--- src/rtl/sercfg_pkg.sv ---
package sercfg_pkg;

  // Global register byte addresses
  localparam int unsigned A_STATUS = 32'h0000;
  localparam int unsigned A_DIRMSK = 32'h0014;
  localparam int unsigned A_CMD    = 32'h2C24;
  localparam int unsigned A_RSP    = 32'h2C2C;

  // Offsets inside a channel window
  localparam logic [7:0] O_LINE    = 8'h60;
  localparam logic [7:0] O_PORT    = 8'h64;
  localparam logic [7:0] O_TXBASE  = 8'h80;
  localparam logic [7:0] O_TXLIMIT = 8'h84;
  localparam logic [7:0] O_RXBASE  = 8'h88;
  localparam logic [7:0] O_RXLIMIT = 8'h8C;

  localparam int unsigned WIN_LG = 8;

  localparam logic [31:0] RSP_OK    = 32'h0000_FFFF;
  localparam logic [31:0] PORT_STAT = 32'h0000_007B;

  typedef enum logic [1:0] {
    ACT_NONE = 2'd0,
    ACT_ON   = 2'd1,
    ACT_OFF  = 2'd2
  } cmd_act_e;

  function automatic cmd_act_e decode_cmd(input logic mode, input logic [7:0] op);
    cmd_act_e act;
    act = ACT_NONE;
    if (op == 8'h00) begin
      act = ACT_ON;
    end else if (!mode && op == 8'h10) begin
      act = ACT_OFF;
    end else if (mode && (op == 8'h30 || op == 8'h50)) begin
      act = ACT_OFF;
    end
    return act;
  endfunction

endpackage

--- src/rtl/sercfg_chan_regs.sv ---
module sercfg_chan_regs
  import sercfg_pkg::*;
#(
  parameter int unsigned DATA_W = 32,
  parameter int unsigned PTR_W  = 32
) (
  input  logic              clk,
  input  logic              rst_n,
  input  logic              sel_i,
  input  logic              wr_i,
  input  logic [7:0]        off_i,
  input  logic [PTR_W-1:0]  wdata_i,
  input  logic              attached_i,
  output logic [DATA_W-1:0] rdata_o,
  output logic [PTR_W-1:0]  tx_base_o,
  output logic [PTR_W-1:0]  tx_limit_o,
  output logic [PTR_W-1:0]  rx_base_o,
  output logic [PTR_W-1:0]  rx_limit_o,
  output logic              tx_reload_o,
  output logic              rx_reload_o
);

  logic [PTR_W-1:0] txb_q, txb_d, txl_q, txl_d, rxb_q, rxb_d, rxl_q, rxl_d;
  logic             txr_q, txr_d, rxr_q, rxr_d;
  logic             wen;

  assign wen = sel_i && wr_i;

  // Next-state logic
  always_comb begin
    txb_d = txb_q;
    txl_d = txl_q;
    rxb_d = rxb_q;
    rxl_d = rxl_q;
    txr_d = 1'b0;
    rxr_d = 1'b0;
    if (wen) begin
      case (off_i)
        O_TXBASE:  begin txb_d = wdata_i; txr_d = 1'b1; end
        O_TXLIMIT: txl_d = wdata_i;
        O_RXBASE:  begin rxb_d = wdata_i; rxr_d = 1'b1; end
        O_RXLIMIT: rxl_d = wdata_i;
        default:   ;
      endcase
    end
  end

  // Registers
  always_ff @(posedge clk or negedge rst_n) begin
    if (!rst_n) begin
      txb_q <= '0;
      txl_q <= '0;
      rxb_q <= '0;
      rxl_q <= '0;
      txr_q <= 1'b0;
      rxr_q <= 1'b0;
    end else begin
      txb_q <= txb_d;
      txl_q <= txl_d;
      rxb_q <= rxb_d;
      rxl_q <= rxl_d;
      txr_q <= txr_d;
      rxr_q <= rxr_d;
    end
  end

  // Read data, zero when the window is not addressed
  always_comb begin
    rdata_o = '0;
    if (sel_i) begin
      case (off_i)
        O_LINE:    rdata_o = attached_i ? '1 : '0;
        O_PORT:    rdata_o = DATA_W'(PORT_STAT);
        O_TXBASE:  rdata_o = DATA_W'(txb_q);
        O_TXLIMIT: rdata_o = DATA_W'(txl_q);
        O_RXBASE:  rdata_o = DATA_W'(rxb_q);
        O_RXLIMIT: rdata_o = DATA_W'(rxl_q);
        default:   rdata_o = '0;
      endcase
    end
  end

  assign tx_base_o   = txb_q;
  assign tx_limit_o  = txl_q;
  assign rx_base_o   = rxb_q;
  assign rx_limit_o  = rxl_q;
  assign tx_reload_o = txr_q;
  assign rx_reload_o = rxr_q;

  // a reload pulse carries the start value written in the cycle before
  p_tx_reload_val_r3: assert property (@(posedge clk) disable iff (!rst_n)
    tx_reload_o |-> (tx_base_o == $past(wdata_i)));
  p_rx_reload_val_r3: assert property (@(posedge clk) disable iff (!rst_n)
    rx_reload_o |-> (rx_base_o == $past(wdata_i)));
  // ring registers hold when the window is not written
  p_ring_hold_r2: assert property (@(posedge clk) disable iff (!rst_n)
    !wen |=> ($stable(tx_base_o) && $stable(tx_limit_o) &&
              $stable(rx_base_o) && $stable(rx_limit_o) &&
              !tx_reload_o && !rx_reload_o));

endmodule

--- src/rtl/sercfg_cmd_ctl.sv ---
module sercfg_cmd_ctl
  import sercfg_pkg::*;
#(
  parameter int unsigned NUM_CH = 4,
  localparam int unsigned CH_W  = (NUM_CH > 1) ? $clog2(NUM_CH) : 1
) (
  input  logic              clk,
  input  logic              rst_n,
  input  logic              mode_i,
  input  logic              cmd_wr_i,
  input  logic [7:0]        op_i,
  input  logic [CH_W-1:0]   ch_i,
  output logic [NUM_CH-1:0] ch_en_o
);

  logic [NUM_CH-1:0] en_q, en_d, sel_oh;
  cmd_act_e          act;

  assign act = decode_cmd(mode_i, op_i);

  always_comb begin
    for (int i = 0; i < NUM_CH; i++) begin
      sel_oh[i] = (ch_i == CH_W'(i));
    end
  end

  // Next-state logic
  always_comb begin
    en_d = en_q;
    if (cmd_wr_i) begin
      case (act)
        ACT_ON:  en_d = en_q | sel_oh;
        ACT_OFF: en_d = en_q & ~sel_oh;
        default: ;
      endcase
    end
  end

  // Registers
  always_ff @(posedge clk or negedge rst_n) begin
    if (!rst_n) begin
      en_q <= '0;
    end else begin
      en_q <= en_d;
    end
  end

  assign ch_en_o = en_q;

  // opcode 0x00 enables the addressed channel in both modes
  p_cmd_on_r7: assert property (@(posedge clk) disable iff (!rst_n)
    (cmd_wr_i && op_i == 8'h00) |=> ((ch_en_o & $past(sel_oh)) == $past(sel_oh)));
  // mode-specific disable codes clear the addressed channel
  p_cmd_off_r8: assert property (@(posedge clk) disable iff (!rst_n)
    (cmd_wr_i && (mode_i ? (op_i == 8'h30 || op_i == 8'h50) : (op_i == 8'h10)))
      |=> ((ch_en_o & $past(sel_oh)) == '0));
  // unknown opcodes and idle cycles leave the enables untouched
  p_cmd_ignore_r8: assert property (@(posedge clk) disable iff (!rst_n)
    (!cmd_wr_i || (op_i != 8'h00 && op_i != 8'h10 && op_i != 8'h30 && op_i != 8'h50))
      |=> $stable(ch_en_o));

endmodule

--- src/rtl/sercfg_evt_irq.sv ---
module sercfg_evt_irq #(
  parameter int unsigned NUM_CH = 4
) (
  input  logic                  clk,
  input  logic                  rst_n,
  input  logic [NUM_CH-1:0]     tx_evt_i,
  input  logic [NUM_CH-1:0]     rx_evt_i,
  input  logic                  clr_i,
  input  logic [NUM_CH-1:0]     tx_en_i,
  output logic [2*NUM_CH-1:0]   status_o,
  output logic                  irq_o
);

  logic [NUM_CH-1:0] txp_q, txp_d, rxp_q, rxp_d;

  // Next-state logic: clear first, then events win
  always_comb begin
    txp_d = clr_i ? '0 : txp_q;
    rxp_d = clr_i ? '0 : rxp_q;
    txp_d = txp_d | tx_evt_i;
    rxp_d = rxp_d | rx_evt_i;
  end

  always_ff @(posedge clk or negedge rst_n) begin
    if (!rst_n) begin
      txp_q <= '0;
      rxp_q <= '0;
    end else begin
      txp_q <= txp_d;
      rxp_q <= rxp_d;
    end
  end

  // Both RX and TX visibility follow the TX-enable bit of the channel
  assign status_o = {rxp_q & tx_en_i, txp_q & tx_en_i};
  assign irq_o    = |status_o;

  // a clear with no concurrent event empties all flags
  p_clear_r6: assert property (@(posedge clk) disable iff (!rst_n)
    (clr_i && tx_evt_i == '0 && rx_evt_i == '0) |=> (txp_q == '0 && rxp_q == '0));
  // an event pulse always leaves its flag set, even against a clear
  p_set_wins_r6: assert property (@(posedge clk) disable iff (!rst_n)
    (tx_evt_i != '0 || rx_evt_i != '0) |=>
      (((txp_q & $past(tx_evt_i)) == $past(tx_evt_i)) &&
       ((rxp_q & $past(rx_evt_i)) == $past(rx_evt_i))));
  // interrupt only with a pending flag on a TX-enabled channel
  p_irq_src_r5: assert property (@(posedge clk) disable iff (!rst_n)
    irq_o |-> (((txp_q | rxp_q) & tx_en_i) != '0));

endmodule

--- src/rtl/sercfg_regs.sv ---
module sercfg_regs
  import sercfg_pkg::*;
#(
  parameter int unsigned NUM_CH = 4,
  parameter int unsigned ADDR_W = 14,
  parameter int unsigned DATA_W = 32,
  parameter int unsigned PTR_W  = 32,
  localparam int unsigned CH_W  = (NUM_CH > 1) ? $clog2(NUM_CH) : 1,
  localparam int unsigned WIN_W = ADDR_W - WIN_LG
) (
  input  logic                    clk,
  input  logic                    rst_n,
  input  logic                    mode_sel,
  input  logic                    reg_wr,
  input  logic [ADDR_W-1:0]       reg_addr,
  input  logic [DATA_W-1:0]       reg_wdata,
  output logic [DATA_W-1:0]       reg_rdata,
  input  logic [NUM_CH-1:0]       ch_attached,
  input  logic [NUM_CH-1:0]       tx_done,
  input  logic [NUM_CH-1:0]       rx_done,
  output logic [NUM_CH-1:0]       ch_enabled,
  output logic [2*NUM_CH-1:0]     dir_en,
  output logic [NUM_CH*PTR_W-1:0] tx_ring_base,
  output logic [NUM_CH*PTR_W-1:0] tx_ring_limit,
  output logic [NUM_CH*PTR_W-1:0] rx_ring_base,
  output logic [NUM_CH*PTR_W-1:0] rx_ring_limit,
  output logic [NUM_CH-1:0]       tx_ring_reload,
  output logic [NUM_CH-1:0]       rx_ring_reload,
  output logic                    irq
);

  // Reset: asserted asynchronously, released through two flops
  logic rst_meta_n, rst_sync_n;
  always_ff @(posedge clk or negedge rst_n) begin
    if (!rst_n) begin
      rst_meta_n <= 1'b0;
      rst_sync_n <= 1'b0;
    end else begin
      rst_meta_n <= 1'b1;
      rst_sync_n <= rst_meta_n;
    end
  end

  // Address decode
  logic hit_status, hit_mask, hit_cmd, hit_rsp;
  logic [NUM_CH-1:0] win_sel;
  assign hit_status = (reg_addr == ADDR_W'(A_STATUS));
  assign hit_mask   = (reg_addr == ADDR_W'(A_DIRMSK));
  assign hit_cmd    = (reg_addr == ADDR_W'(A_CMD));
  assign hit_rsp    = (reg_addr == ADDR_W'(A_RSP));

  // Direction-enable mask
  logic [2*NUM_CH-1:0] mask_q, mask_d;
  logic [NUM_CH-1:0]   tx_en;

  always_comb begin
    mask_d = mask_q;
    if (reg_wr && hit_mask) begin
      mask_d = reg_wdata[2*NUM_CH-1:0];
    end
  end

  always_ff @(posedge clk or negedge rst_sync_n) begin
    if (!rst_sync_n) begin
      mask_q <= '0;
    end else begin
      mask_q <= mask_d;
    end
  end

  assign dir_en = mask_q;

  // Channel windows
  logic [DATA_W-1:0] win_rdata [NUM_CH];

  for (genvar c = 0; c < NUM_CH; c++) begin : g_ch
    assign win_sel[c] = (reg_addr[ADDR_W-1:WIN_LG] == WIN_W'(c + 1));
    assign tx_en[c]   = mask_q[2*c];

    sercfg_chan_regs #(
      .DATA_W (DATA_W),
      .PTR_W  (PTR_W)
    ) u_chan (
      .clk         (clk),
      .rst_n       (rst_sync_n),
      .sel_i       (win_sel[c]),
      .wr_i        (reg_wr),
      .off_i       (reg_addr[WIN_LG-1:0]),
      .wdata_i     (reg_wdata[PTR_W-1:0]),
      .attached_i  (ch_attached[c]),
      .rdata_o     (win_rdata[c]),
      .tx_base_o   (tx_ring_base[c*PTR_W +: PTR_W]),
      .tx_limit_o  (tx_ring_limit[c*PTR_W +: PTR_W]),
      .rx_base_o   (rx_ring_base[c*PTR_W +: PTR_W]),
      .rx_limit_o  (rx_ring_limit[c*PTR_W +: PTR_W]),
      .tx_reload_o (tx_ring_reload[c]),
      .rx_reload_o (rx_ring_reload[c])
    );
  end

  // Command decoding
  sercfg_cmd_ctl #(
    .NUM_CH (NUM_CH)
  ) u_cmd (
    .clk      (clk),
    .rst_n    (rst_sync_n),
    .mode_i   (mode_sel),
    .cmd_wr_i (reg_wr && hit_cmd),
    .op_i     (reg_wdata[19:12]),
    .ch_i     (reg_wdata[CH_W-1:0]),
    .ch_en_o  (ch_enabled)
  );

  // Event flags and interrupt
  logic [2*NUM_CH-1:0] status;

  sercfg_evt_irq #(
    .NUM_CH (NUM_CH)
  ) u_irq (
    .clk      (clk),
    .rst_n    (rst_sync_n),
    .tx_evt_i (tx_done),
    .rx_evt_i (rx_done),
    .clr_i    (reg_wr && hit_status),
    .tx_en_i  (tx_en),
    .status_o (status),
    .irq_o    (irq)
  );

  // Read multiplexer
  always_comb begin
    reg_rdata = '0;
    if (hit_status) begin
      reg_rdata = DATA_W'(status);
    end else if (hit_mask) begin
      reg_rdata = DATA_W'(mask_q);
    end else if (hit_rsp) begin
      reg_rdata = DATA_W'(RSP_OK);
    end else begin
      for (int c = 0; c < NUM_CH; c++) begin
        reg_rdata = reg_rdata | win_rdata[c];
      end
    end
  end

  // the mask changes only through a write to its address
  p_mask_hold_r4: assert property (@(posedge clk) disable iff (!rst_sync_n)
    !(reg_wr && hit_mask) |=> $stable(dir_en));
  // the command response register reads the success code
  p_rsp_const_r9: assert property (@(posedge clk) disable iff (!rst_sync_n)
    hit_rsp |-> (reg_rdata == DATA_W'(32'h0000_FFFF)));
  // at most one channel window is decoded at a time
  p_win_onehot_r10: assert property (@(posedge clk) disable iff (!rst_sync_n)
    $onehot0(win_sel));

endmodule

--- config.mk ---
export PLATFORM = sky130hd
export DESIGN_NAME = sercfg_regs
export DESIGN_NICKNAME = d
export VERILOG_FILES = /design/src/rtl/sercfg_pkg.sv /design/src/rtl/sercfg_chan_regs.sv /design/src/rtl/sercfg_cmd_ctl.sv /design/src/rtl/sercfg_evt_irq.sv /design/src/rtl/sercfg_regs.sv
export SDC_FILE = /design/constraint.sdc
export NUM_CORES = 1
export LEC_CHECK = 0
export ABC_AREA = 1
export BUFFER_PORTS_ARGS = -buffer_cell sky130_fd_sc_hd__buf_2
export CELL_PAD_IN_SITES_DETAIL_PLACEMENT = 1
export CELL_PAD_IN_SITES_GLOBAL_PLACEMENT = 2
export CORE_ASPECT_RATIO = 0.5
export CORE_UTILIZATION = 33
export CTS_CLUSTER_DIAMETER = 60
export DETAILED_ROUTE_END_ITERATION = 8
export PLACE_DENSITY = 0.9
export SYNTH_ARGS = -nofsm -noshare
export SYNTH_HDL_FRONTEND = slang
export SYNTH_SLANG_ARGS = --single-unit
export TNS_END_PERCENT = 100
--- constraint.sdc ---
create_clock -name clk -period 30.5 [get_ports clk]
set_input_delay 0 -clock clk [delete_from_list [all_inputs] [get_ports clk]]
set_output_delay 0 -clock clk [all_outputs]
set_load 0.1 [all_outputs]
==> impl_results.md <==
* Status: finished clean
* Clk pwr share at 0.480
* Routed Antenna Nets at 0
* Post-cts hold buffer count at 50
* Min Hold Slack at 19.0 ps
* Relative slew slack at 0.0828
* RSZ-0062 raised after global routing: false
* Placed cells at 4,470
* Synthesized flop and latch total at roughly 540
* CP max FO at between 70 and 80
* Initial core utilization at 0.335
* Fin Setup TNS at 0 ps
* Worst vdd ir at 0.0405 mV
* Area share of the largest cell type after synthesis at 0.551
* Die ar. at 75,800 um2
* Hold crit path type: in -> reg
* TritonRoute pass-1 iters at 6
* Endpoint class of the critical path: output pin
* Maxcap violations at 0
* Deepest clock path buffer count at 3
* Power per cell area at 48.8 nW/um2
* Layout cells sized above 1 at 0.221
* Synth warn at 0
* Via count at approximately 25,000
* Worst setup path class: in -> out
* Drt first-iter violations at 1,534
* Critical Path Source Type: input pin
* Area leader, netlist: dfrtp_1
* Clock Latency Late Sink at 640 ps
* Port bufs at ~630
* Tcrit/Tclk final at 0.163
* DRT Wirelength at ~110,000 um
* Synth Cell Area at 24,600 um2
* Synth area leaders: dfrtp_1, nand2_1, o21ai_0
* I/O Pins at approximately 630
* CTS Buf Count at 54
* Clock transition at the registers of the reported paths at around 70 ps
* Number of global-route vias before repair at roughly 25,000
* Antenna diode count at 0
* Vias per Instance at 5.31
* Row count at 70
* Layout area overhead at 24.3%
* Pint at between 1 and 1.5 mW
* DR WL/cell at about 25 um
* Core region area at 73,500 um2
* Die height at 195 um
* Largest net degree at the start of global routing at 150
* First-pass GRT wire length at 169,000 um
* Most common cell after layout, fill and taps aside: nand2_1
* Switching share of power at 0.243
* Worst endpoint required time at around 30,000 ps
* Syn_area_per_cell at 8.05 um2
* Final Setup Violations at 0
* Clock sinks at 542
* Post-Route Skew at approximately 23 ps
* Tightest Pin Transition at 1370 ps
* Final HPWL DP at around 78,000 um
* Sequential fraction of design power at 0.483
* Total chip power at 1.50 mW
* GRT Total Usage at 0.295
* Worst r2r path cells at 3
* Synthesized instance count at 3,060
* Final slew viol count at 0
* Resized cells post-CTS at 0
* Static Leak at 16.5 nW
* Final min period at around 5000 ps
* Most frequent cells in the layout: nand2_1, buf_2, dfrtp_1, o21ai_0, nand3_1
* CTS tree: built
* Initial antenna violation count at 0
* Clk root buf: clkbuf_16
* Endpoints failing hold at 0
* Fillers at ~8,900
* Number of nets in the layout at 3,666
* Layout Cells excl Fill at around 4,600
* Sw power at around 0.36 mW
* Combinational share of power at 0.037
* Global route overflow at 0
* Post-CTS setup buffer count at 0
* Register area share after synthesis at 0.551
* Routability cong. at about 0.9
* Die Wd at 388 um
* Worst Hold Depth at 3
* Net Count, Synth at 3,122
* Drt drc at 0
* Max Clock Freq at 201 MHz
* Unique masters post-synth at 37
* Crit path arrival time at 4980 ps
* H-tree level count at 2
## critical path: stages
cell and delay [ps]:
dlygate4sd3_1 550, buf_2 150, inv_1 50, nand2_1 100, nor2_4 150, buf_4 480, buf_4 680, and2_4 630
buf_4 800, nand2_1 110, nand2_1 110, nor2_1 40, a21oi_1 120, nor2_1 60, o211ai_1 220, buf_2 520
## cell usage after synthesis
master	n
nand3_2	2
a21oi_1	35
dfrtp_1	542
nor2_1	90
nor2_2	8
nor3_1	6
inv_2	23
buf_2	70
nand2_4	1
o2111ai_1	3
nand3b_1	2
nor3_4	1
nand3_1	185
o21ai_1	167
o21bai_1	8
buf_6	1
conb_1	1
nand2_1	1185
inv_1	67
a31oi_1	4
a21oi_2	2
nand2_2	11
buf_1	4
o21ai_0	418
clkbuf_1	127
nand3_4	2
nor2_4	5
or2_2	1
o211ai_1	3
nor4_2	1
nand4_1	51
o21a_1	12
nor4_1	2
buf_4	17
nor3b_2	1
nor2_8	1
and2_1	1
## final cells by class
type,instances,area (um2),share of cell area
inverter,90,343,0.0112
sequential,542,13600,0.443
multi-input combinational,2209,9770,0.319
tap,972,1220,0.0397
clock inverter,21,265,0.00866
timing repair buffer,707,3890,0.127
clock buffer,79,1580,0.0515
## metrics by stage
stage	setup slack, ps	util	cell area (um2)
2_1_floorplan	14270	-	24600
3_3_place_gp	26290	0.385	28300
3_5_place_dp	26210	0.385	28300
4_1_cts	25640	0.417	30600
5_1_grt	25300	0.417	30600
6_report	25520	0.417	30600
## cells by family after synthesis
| family | share of synthesized area |
|---|---|
| AOI/OAI and AO/OA | 0.136 |
| DFF | 0.551 |
| buffers and inverters | 0.0535 |
| other | 0.000152 |
| and+or+nand+nor | 0.260 |
## path summary, 6_finish.rpt
path	startpoint	to	slack (ps)
setup / recovery	reg_addr[5]	reg_rdata[24]	25520
hold / removal	reg_wdata[30]	g_ch[3].u_chan.rx_base_o[30]	20
setup reg to reg	rst_sync_n	u_irq.rxp_q[3]	27070
hold reg to reg	rst_meta_n	rst_sync_n	360
max in group asynchronous	rst_sync_n	u_irq.rxp_q[3]	27070
min in group asynchronous	rst_n	rst_sync_n	220
## power groups by stage
stage	sequential, mW	combinational [mW]	clock, mW
final	0.722	0.0553	0.718
after global routing	0.722	0.0602	0.754
after CTS	0.722	0.0560	0.729
after detailed placement	0.736	0.0517	0
after global placement	0.736	0.0509	0
after floorplan	0.751	0.0149	0
## routing by layer
metal  GRT usage  share of wire  vias to the layer above
li1            -              -                    11100
met2       0.517           0.50                      735
met3      0.0356          0.035                      345
met1       0.339           0.38                    12400
met4       0.203          0.080                        0
met5           0              0                        -
## registers in the layout (all words and copies together) (netlist names), named ones only
register / flops
g_ch.u_chan.tx_reload_o: 4
dir_en: 8
g_ch.u_chan.rx_base_o: 128
rst_meta_n: 1
g_ch.u_chan.rx_reload_o: 4
rst_sync_n: 1
g_ch.u_chan.tx_base_o: 128
g_ch.u_chan.tx_limit_o: 128
u_irq.rxp_q: 4
g_ch.u_chan.rx_limit_o: 128
u_irq.txp_q: 4
No activity file was read; power rests on OpenSTA's default activity.
